`src/rtl/cordic_pkg.sv`:
```
package cordic_pkg;

  localparam int IDX_W = 8;
  localparam real CORDIC_PI = 3.14159265358979;

  typedef struct packed {
    logic             load;
    logic             advance;
    logic [IDX_W-1:0] iterBase;
  } cordic_ctl_t;

  // atan(2^-idx) in binary angle units, 2^(angW-1) == pi
  function automatic int stepAngle(input int idx, input int angW);
    real t;
    real t2;
    real pw;
    real acc;
    if (idx == 0) begin
      acc = CORDIC_PI / 4.0;
    end else begin
      t   = 1.0 / (2.0 ** idx);
      t2  = t * t;
      pw  = t;
      acc = 0.0;
      for (int k = 0; k < 24; k++) begin
        if (k % 2 == 0) acc = acc + pw / real'(2 * k + 1);
        else            acc = acc - pw / real'(2 * k + 1);
        pw = pw * t2;
      end
    end
    return $rtoi(acc * (2.0 ** (angW - 1)) / CORDIC_PI + 0.5);
  endfunction

endpackage

```
`src/rtl/cordic_ctrl.sv`:
```
module cordic_ctrl
  import cordic_pkg::*;
#(
  parameter int ITERS  = 10,
  parameter int UNROLL = 1
) (
  input  logic        clk,
  input  logic        rstN,
  input  logic        init,
  output cordic_ctl_t ctl,
  output logic        busy,
  output logic        done
);
  localparam int PASSES = ITERS / UNROLL;
  localparam int CNT_W  = (PASSES > 1) ? $clog2(PASSES) : 1;

  logic [CNT_W-1:0] passCnt;
  logic             accept;

  assign accept = init && !busy;

  always_ff @(posedge clk) begin
    if (!rstN) begin
      busy    <= 1'b0;
      done    <= 1'b0;
      passCnt <= '0;
    end else begin
      done <= 1'b0;
      if (accept) begin
        busy    <= 1'b1;
        passCnt <= '0;
      end else if (busy) begin
        if (passCnt == CNT_W'(PASSES - 1)) begin
          busy <= 1'b0;
          done <= 1'b1;
        end
        passCnt <= passCnt + 1'b1;
      end
    end
  end

  always_comb begin
    ctl.load     = accept;
    ctl.advance  = busy;
    ctl.iterBase = IDX_W'(int'(passCnt) * UNROLL);
  end

endmodule

```
`src/rtl/cordic_stage.sv`:
```
module cordic_stage
  import cordic_pkg::*;
#(
  parameter int ANG_W = 16,
  parameter int VEC_W = 18
) (
  input  logic signed [VEC_W-1:0] xCur,
  input  logic signed [VEC_W-1:0] yCur,
  input  logic signed [ANG_W-1:0] zCur,
  input  logic        [IDX_W-1:0] shiftAmt,
  input  logic        [ANG_W-1:0] stepAng,
  input  logic                    vecMode,
  output logic signed [VEC_W-1:0] xNxt,
  output logic signed [VEC_W-1:0] yNxt,
  output logic signed [ANG_W-1:0] zNxt
);
  logic                    dirPos;
  logic signed [VEC_W-1:0] xShift;
  logic signed [VEC_W-1:0] yShift;

  // rotation follows the residual angle, vectoring opposes the residual y
  assign dirPos = vecMode ? yCur[VEC_W-1] : !zCur[ANG_W-1];

  assign xShift = xCur >>> shiftAmt;
  assign yShift = yCur >>> shiftAmt;

  // conditional subtract: invert operand and inject a matching carry
  assign xNxt = xCur + (yShift ^ {VEC_W{dirPos}}) + VEC_W'(dirPos);
  assign yNxt = yCur + (xShift ^ {VEC_W{!dirPos}}) + VEC_W'(!dirPos);
  assign zNxt = zCur + (stepAng ^ {ANG_W{dirPos}}) + ANG_W'(dirPos);

endmodule

```
`src/rtl/cordic_gain.sv`:
```
module cordic_gain #(
  parameter int VEC_W      = 18,
  parameter bit APPLY_GAIN = 1'b1
) (
  input  logic signed [VEC_W-1:0] vIn,
  output logic signed [VEC_W-1:0] vOut
);
  generate
    if (APPLY_GAIN) begin : g_scale
      // ~0.60742 = 1/2 + 1/8 - 1/64 - 1/512
      assign vOut = (vIn >>> 1) + (vIn >>> 3) - (vIn >>> 6) - (vIn >>> 9);
    end else begin : g_raw
      assign vOut = vIn;
    end
  endgenerate
endmodule

```
`src/rtl/cordic_datapath.sv`:
```
module cordic_datapath
  import cordic_pkg::*;
#(
  parameter int DATA_W     = 16,
  parameter int ITERS      = 10,
  parameter int UNROLL     = 1,
  parameter bit APPLY_GAIN = 1'b1
) (
  input  logic                     clk,
  input  logic                     rstN,
  input  cordic_ctl_t              ctl,
  input  logic                     vecMode,
  input  logic signed [DATA_W-1:0] xIn,
  input  logic signed [DATA_W-1:0] yIn,
  input  logic signed [DATA_W-1:0] zIn,
  output logic signed [DATA_W+1:0] xOut,
  output logic signed [DATA_W+1:0] yOut,
  output logic signed [DATA_W-1:0] zOut
);
  localparam int VEC_W = DATA_W + 2;
  localparam int TAB_W = (ITERS > 1) ? $clog2(ITERS) : 1;

  logic        [DATA_W-1:0] angTab [ITERS];
  logic signed [VEC_W-1:0]  xReg;
  logic signed [VEC_W-1:0]  yReg;
  logic signed [DATA_W-1:0] zReg;
  logic                     modeReg;

  logic signed [VEC_W-1:0]  xChain [UNROLL+1];
  logic signed [VEC_W-1:0]  yChain [UNROLL+1];
  logic signed [DATA_W-1:0] zChain [UNROLL+1];

  genvar g;
  generate
    for (g = 0; g < ITERS; g++) begin : g_tab
      assign angTab[g] = DATA_W'(stepAngle(g, DATA_W));
    end
  endgenerate

  assign xChain[0] = xReg;
  assign yChain[0] = yReg;
  assign zChain[0] = zReg;

  generate
    for (g = 0; g < UNROLL; g++) begin : g_stage
      logic [IDX_W-1:0] iterIdx;
      assign iterIdx = ctl.iterBase + IDX_W'(g);
      cordic_stage #(.ANG_W(DATA_W), .VEC_W(VEC_W)) i_stage (
        .xCur    (xChain[g]),
        .yCur    (yChain[g]),
        .zCur    (zChain[g]),
        .shiftAmt(iterIdx),
        .stepAng (angTab[iterIdx[TAB_W-1:0]]),
        .vecMode (modeReg),
        .xNxt    (xChain[g+1]),
        .yNxt    (yChain[g+1]),
        .zNxt    (zChain[g+1])
      );
    end
  endgenerate

  always_ff @(posedge clk) begin
    if (!rstN) begin
      xReg    <= '0;
      yReg    <= '0;
      zReg    <= '0;
      modeReg <= 1'b0;
    end else if (ctl.load) begin
      xReg    <= {{2{xIn[DATA_W-1]}}, xIn};
      yReg    <= {{2{yIn[DATA_W-1]}}, yIn};
      zReg    <= zIn;
      modeReg <= vecMode;
    end else if (ctl.advance) begin
      xReg <= xChain[UNROLL];
      yReg <= yChain[UNROLL];
      zReg <= zChain[UNROLL];
    end
  end

  cordic_gain #(.VEC_W(VEC_W), .APPLY_GAIN(APPLY_GAIN)) i_gainX (.vIn(xReg), .vOut(xOut));
  cordic_gain #(.VEC_W(VEC_W), .APPLY_GAIN(APPLY_GAIN)) i_gainY (.vIn(yReg), .vOut(yOut));
  assign zOut = zReg;

endmodule

```
`src/rtl/cordic_iter.sv`:
```
module cordic_iter
  import cordic_pkg::*;
#(
  parameter int DATA_W     = 16,
  parameter int ITERS      = 10,
  parameter int UNROLL     = 1,
  parameter bit APPLY_GAIN = 1'b1
) (
  input  logic                     clk,
  input  logic                     rstN,
  input  logic                     init,
  input  logic                     vecMode,
  input  logic signed [DATA_W-1:0] xIn,
  input  logic signed [DATA_W-1:0] yIn,
  input  logic signed [DATA_W-1:0] zIn,
  output logic signed [DATA_W+1:0] xOut,
  output logic signed [DATA_W+1:0] yOut,
  output logic signed [DATA_W-1:0] zOut,
  output logic                     done
);
  cordic_ctl_t ctl;
  logic        busy;

  cordic_ctrl #(.ITERS(ITERS), .UNROLL(UNROLL)) i_ctrl (
    .clk (clk),
    .rstN(rstN),
    .init(init),
    .ctl (ctl),
    .busy(busy),
    .done(done)
  );

  cordic_datapath #(
    .DATA_W(DATA_W), .ITERS(ITERS), .UNROLL(UNROLL), .APPLY_GAIN(APPLY_GAIN)
  ) i_datapath (
    .clk    (clk),
    .rstN   (rstN),
    .ctl    (ctl),
    .vecMode(vecMode),
    .xIn    (xIn),
    .yIn    (yIn),
    .zIn    (zIn),
    .xOut   (xOut),
    .yOut   (yOut),
    .zOut   (zOut)
  );

endmodule

```
`config.mk`:
```
export PLATFORM = sky130hd
export DESIGN_NAME = cordic_iter
export DESIGN_NICKNAME = d
export VERILOG_FILES = /design/src/rtl/cordic_pkg.sv /design/src/rtl/cordic_ctrl.sv /design/src/rtl/cordic_stage.sv /design/src/rtl/cordic_gain.sv /design/src/rtl/cordic_datapath.sv /design/src/rtl/cordic_iter.sv
export SDC_FILE = /design/constraint.sdc
export NUM_CORES = 1
export LEC_CHECK = 0
export BUFFER_PORTS_ARGS = -buffer_cell sky130_fd_sc_hd__buf_2
export CORE_UTILIZATION = 29
export CTS_CLUSTER_DIAMETER = 50
export DETAILED_ROUTE_END_ITERATION = 10
export GPL_TIMING_DRIVEN = 0
export PLACE_DENSITY = 0.52
export SKIP_LAST_GASP = 1
export SLEW_MARGIN = 20
export SYNTH_ARGS = -nofsm -noshare
export SYNTH_HDL_FRONTEND = slang
export SYNTH_SLANG_ARGS = --single-unit
```
`constraint.sdc`:
```
create_clock -name clk -period 5.2 [get_ports clk]
set_input_delay 1.04 -clock clk [delete_from_list [all_inputs] [get_ports clk]]
set_output_delay 1.04 -clock clk [all_outputs]
set_load 0.1 [all_outputs]
```
==> metrics, run 1 <==
R2R cell count=17; Vias per Instance=5.31; Yosys top cell area share=12.3%; Ant. Diodes=0; wire per inst=20.2 um; post-place setup slack=-615 ps; Synth Area in Compound Gates=22.7%; die width=186 um; Die ar.=34,400 um2; largest net degree at the start of global routing=12; Final ANT Viol Nets=0; final setup violation count=0; largest family of logic cells by synthesized area=adder cells; Worst-Skew Late Latency=350 ps; Synth Cell Area=9770 um2; area share of fa/ha/maj cells after synthesis=23.2%; gp weighted congestion=0.989; PortBufs=102; Starting DRT DRC Count=741; Synth Instances=1,217; Synth area leader=ha_1; I/O Pins=105; via count=9,492; CP arrival=4160 ps; cells taking the most area after synthesis=ha_1 (12%), dfxtp_1 (12%), fa_1 (11%); WHS Endpoint=i_datapath.modeReg; Root Driver=clkbuf_16; worst slew pin tran=1180 ps; final worst-path cycle share=99.9%; number of global-route vias before repair=9,426; CTS tree=done; WHS=571 ps; area delta synth->final=19.7%; Clock Pin Slew Worst Setup and Hold Paths=60 ps; HP Start=i_datapath.modeReg; final wirelength=36.0 mm; post-route cell area=11,700 um2; die extent in y=186 um; placed cell areas=11,000 um2; outcome=finished, final reports clean; first drt pass iteration count=5; syn avg cell area=8.03 um2; RSZ-0062 raised after global routing=true; Setup CP Type=register to output port; post-route worst setup slack=3.62 ps; drt drc=0; Final Skew=11.8 ps; Clock Sinks=59; final count of hold timing violations=0; hold buffers post-CTS=0; XOR/XNOR share of the synthesized area=9.86%; Final nets=1,541; leading cell type in the layout, fill and taps excluded=inv_1; WHS Path Cells=2; worst reg2reg setup slack=180 ps; Final TNS setup=0 ps; Worst R2R Start=i_ctrl.passCnt[0]; number of flops mapped to enable cells by yosys=0; slew margin rel.=21.6%; ordered cell list for the critical path=inv_2 > fa_1 > fa_1 > inv_1 > ha_1 > nor2b_1 > o21ai_1 > a21boi_1 > o21a_1 > o21ai_2 > a21o_1 > a31oi_4 > o2111a_1 > a2111oi_4 > buf_6; type of the most critical hold path=register to register; GRT Util Overall=21.6%; Simple-Gate Fraction of Synth Area=12.7%; first-pass GRT wire length=55.5 mm; post-synthesis register bit count=59; max incr delay on CP=490 ps; max-cap viol count=0; core area=32,900 um2; crit path time final=5200 ps; DP HPWL=28.1 mm; Clock Tree Buf Depth=2; ys flop type=dfxtp_1; Ys Warns=0; Starting Density=29.7%; proportion of synthesized area in mux cells=11.9%; synth unique cells=66; initial antenna violation count=0; slowest CP cell=fa_1; CP Buf/Inv Count=3; Inserted Clock Buffers=9; Critical Path Sink Type=output port; Async S/R FF share, synth=0%; f_max=192 MHz; Fillers=3,595; most frequent cells in the layout=inv_1 (124), nand2_1 (108), a21oi_1 (97), ha_1 (93), buf_2 (91); Crit path max-delay family=compound AO/OA/AOI/OAI gates; grt ovf=0; Synth Net Count=1,418; capturing point of the worst reg2reg path=i_datapath.yReg[17]; startpoint type of the worst setup path=register; CP most frequent cell=fa_1; row count=66; H-tree Lvls=3; Max FO, Critical Path=4; required time worst endpoint=4160 ps; register area share after synthesis=12.1%; ratio of cells with drive above 1 in the final layout=19.2%; Final Max Slew Viols=0
[how the worst max path moves through the flow]
stage	startpoint	endpoint	cells after the start
floorplan	i_datapath.xReg[6]	xOut[16]	17
global placement	i_ctrl.passCnt[0]	i_datapath.yReg[16]	20
detailed placement	i_datapath.yReg[9]	yOut[14]	17
CTS	i_datapath.xReg[6]	xOut[16]	18
global route	i_ctrl.passCnt[0]	i_datapath.yReg[16]	20
finish	i_datapath.xReg[3]	xOut[16]	15
[area by class of cell]
| type | instances | area, um2 | share of cell area (%) |
|---|---|---|---|
| clock inverters | 6 | 90.1 | 0.771 |
| well taps | 442 | 553 | 4.73 |
| flip-flops and latches | 59 | 1210 | 10.3 |
| plain buffers | 56 | 239 | 2.04 |
| clock buffers | 10 | 229 | 1.96 |
| repair buffers | 114 | 689 | 5.90 |
| multi-input cells | 966 | 8160 | 69.8 |
| inverters | 134 | 518 | 4.43 |
[registers in the layout, summed over array words and instances (netlist names)]
signal,flops
i_ctrl.done,1
i_datapath.modeReg,1
i_datapath.xReg,18
i_ctrl.passCnt,4
i_ctrl.busy,1
i_datapath.yReg,18
i_datapath.zOut,16
[routing by layer]
metal | vias up | global-route usage, % | part of all wire (%) | wire [um]
met5 | - | 0 | 0 | 0
met4 | 0 | 6.36 | 2.5 | 886
met3 | 52 | 2.52 | 4.9 | 1770
met2 | 293 | 35.0 | 46 | 16600
met1 | 4633 | 29.9 | 47 | 16800
li1 | 4514 | - | - | -
[synthesized netlist by cell type (11+ instances only)]
cell type and count:
ha_1 96, o211ai_1 11, a21oi_1 107, a211oi_1 37
o21bai_1 11, xnor2_1 89, a21o_1 29, o211a_1 15
nor2_1 73, nand2_1 108, dfxtp_1 59, fa_1 53
clkbuf_1 40, mux4_2 23, mux2i_1 46, inv_1 130
o21ai_0 89, nand3_1 18, mux2_2 13, nor3_1 17
buf_1 16, xor2_1 21, nor2b_1 13
[worst min-delay path, cell delays in order (launching register included)]
cell	delay (ps)
dfxtp_1	340
mux2i_1	140
nor2_1	50
[cell families (layout without fill, tap and decap cells)]
family	Yosys count	in the layout
buf+inv	192	320
simple gates	274	274
compound gates	349	349
fa+ha+maj	149	149
flops	59	59
mux	84	84
xor+xnor	110	110
[per-stage QoR]
stage / utilization (%) / cells
floorplan: - / 1217
global placement: 33.4 / 1761
detailed placement: 33.4 / 1761
CTS: 35.1 / 1783
global route: 35.6 / 1787
finish: 35.6 / 1787
[what timing repair did]
action / in CTS / in global routing
buffers inserted: 6 / 6
pin swaps: 14 / 16
gates resized for setup: 62 / 43
endpoints found under the setup margin: 38 / 29
Power of run 1 is not shown: default switching activity piles up to over one toggle a cycle in this logic, so the estimate is an artifact.
==> inputs of run 2 (changes only) <==
CTS_CLUSTER_SIZE = 8   (was unset)
SETUP_SLACK_MARGIN = 0.3   (was unset)
==> metrics, run 2 (same netlist as run 1, synthesis figures left out) <==
final wirelength=37.2 mm; wire per inst=20.5 um; RSZ-0062 raised after global routing=true; Clock Tree Buf Depth=2; via count=9,590; final setup violation count=0; type of the most critical hold path=register to register; CP arrival=3990 ps; Root Driver=clkbuf_16; ratio of cells with drive above 1 in the final layout=24.4%; Worst-Skew Late Latency=360 ps; row count=66; Final Skew=9.23 ps; outcome=finished, final reports clean; DP HPWL=28.6 mm; worst slew pin tran=1050 ps; Setup CP Type=register to output port; die extent in y=186 um; area delta synth->final=25.4%; Starting Density=29.7%; grt ovf=0; leading cell type in the layout, fill and taps excluded=inv_1; gp weighted congestion=0.948; fin util=37.3%; Inserted Clock Buffers=9; first drt pass iteration count=5; Vias per Instance=5.28; CTS tree=done; max-cap viol count=0; Die ar.=34,400 um2; slowest CP cell=fa_1; Critical Path Sink Type=output port; number of global-route vias before repair=9,456; Starting DRT DRC Count=648; startpoint type of the worst setup path=register; PortBufs=102; required time worst endpoint=4160 ps; ordered cell list for the critical path=inv_6 > fa_1 > inv_1 > fa_1 > inv_2 > ha_4 > inv_2 > fa_2 > nor2b_2 > o21ai_2 > a21boi_2 > o21a_1 > o21ai_2 > a21o_1 > a31oi_4 > nor4_2 > a2111oi_4 > buf_6; Clock Sinks=59; core area=32,900 um2; Final nets=1,571; largest net degree at the start of global routing=12; Final Max Slew Viols=0; GRT Util Overall=22.1%; die width=186 um; first-pass GRT wire length=56.3 mm; Worst R2R Start=i_datapath.yReg[17]; initial antenna violation count=0; crit path time final=5030 ps; f_max=199 MHz; most frequent cells in the layout=inv_1 (118), nand2_1 (107), a21oi_1 (95), ha_1 (91), buf_2 (88); I/O Pins=105; final worst-path cycle share=96.8%; H-tree Lvls=3; Max FO, Critical Path=4; Final ANT Viol Nets=0; Clock Pin Slew Worst Setup and Hold Paths=60 ps; max incr delay on CP=490 ps; final count of hold timing violations=0; DP Cell Count=1,761; Finished Layout Cells=1,817; Ant. Diodes=0; slew margin rel.=30.0%; worst setup path start=i_datapath.xReg[6]; WHS=565 ps; HP Start=i_datapath.modeReg; drt drc=0
[run 2: cell types whose count changed in the layout (fill, tap and decap cells not counted), moves of 5 or more]
cell,change
buf_4,+28
dfxtp_1,-15
dfxtp_2,+8
dfxtp_4,+7
ha_4,+5
inv_1,-6
inv_2,+6
o21ai_0,-7
xnor2_1,-5
[run 2: routing by layer]
| metal | track usage [%] | up-vias | wire [um] |
|---|---|---|---|
| li1 | - | 4570 | - |
| met1 | 29.8 | 4681 | 16900 |
| met2 | 35.6 | 295 | 17100 |
| met3 | 4.54 | 44 | 2500 |
| met4 | 5.80 | 0 | 775 |
| met5 | 0 | - | 0 |
[run 2: timing repair]
item,in CTS,in global routing
gates cloned,0,0
buffers inserted,26,14
resized for setup,122,69
setup endpoints to repair,52,36
hold buffers,0,0
pin swaps,22,26
[run 2: worst max-delay path: cells and delay by family, from the launching register on]
| kind | cells | cell delay, ps |
|---|---|---|
| and+or+nand+nor | 2 | 210 |
| adders and majority gates | 4 | 1400 |
| AOI/OAI and AO/OA | 7 | 1190 |
| buffers and inverters | 5 | 470 |
| DFF | 1 | 370 |
[run 2: worst paths after layout]
path                            slack (ps)                  end  cells past startpoint
worst max-delay path                   170             xOut[16]                     18
worst min-delay path                   560   i_datapath.modeReg                      2
worst max register to register         540  i_datapath.xReg[16]                     15
worst min register to register         560   i_datapath.modeReg                      2
[run 2: area by class of cell]
type                            count  area, um2
Sequential cell                    59       1250
Clock inverter                      7       92.6
Inverter                          134        524
Timing Repair Buffer              142        986
Fill cell                        3487      20600
Clock buffer                        9        225
Buffer                             58        256
Tap cell                          442        553
Multi-Input combinational cell    966       8360
[run 2: per-stage QoR]
step	setup WS, ps	TNS [ps]	area (um2)
after floorplan	-187	-214	10000
after global placement	-621	-5500	11100
after detailed placement	-561	-5090	11100
after CTS	-29.7	-29.7	11900
after global routing	-2.04	-2.04	12200
final	165	0	12200
Power of run 2 is left out for the same reason.
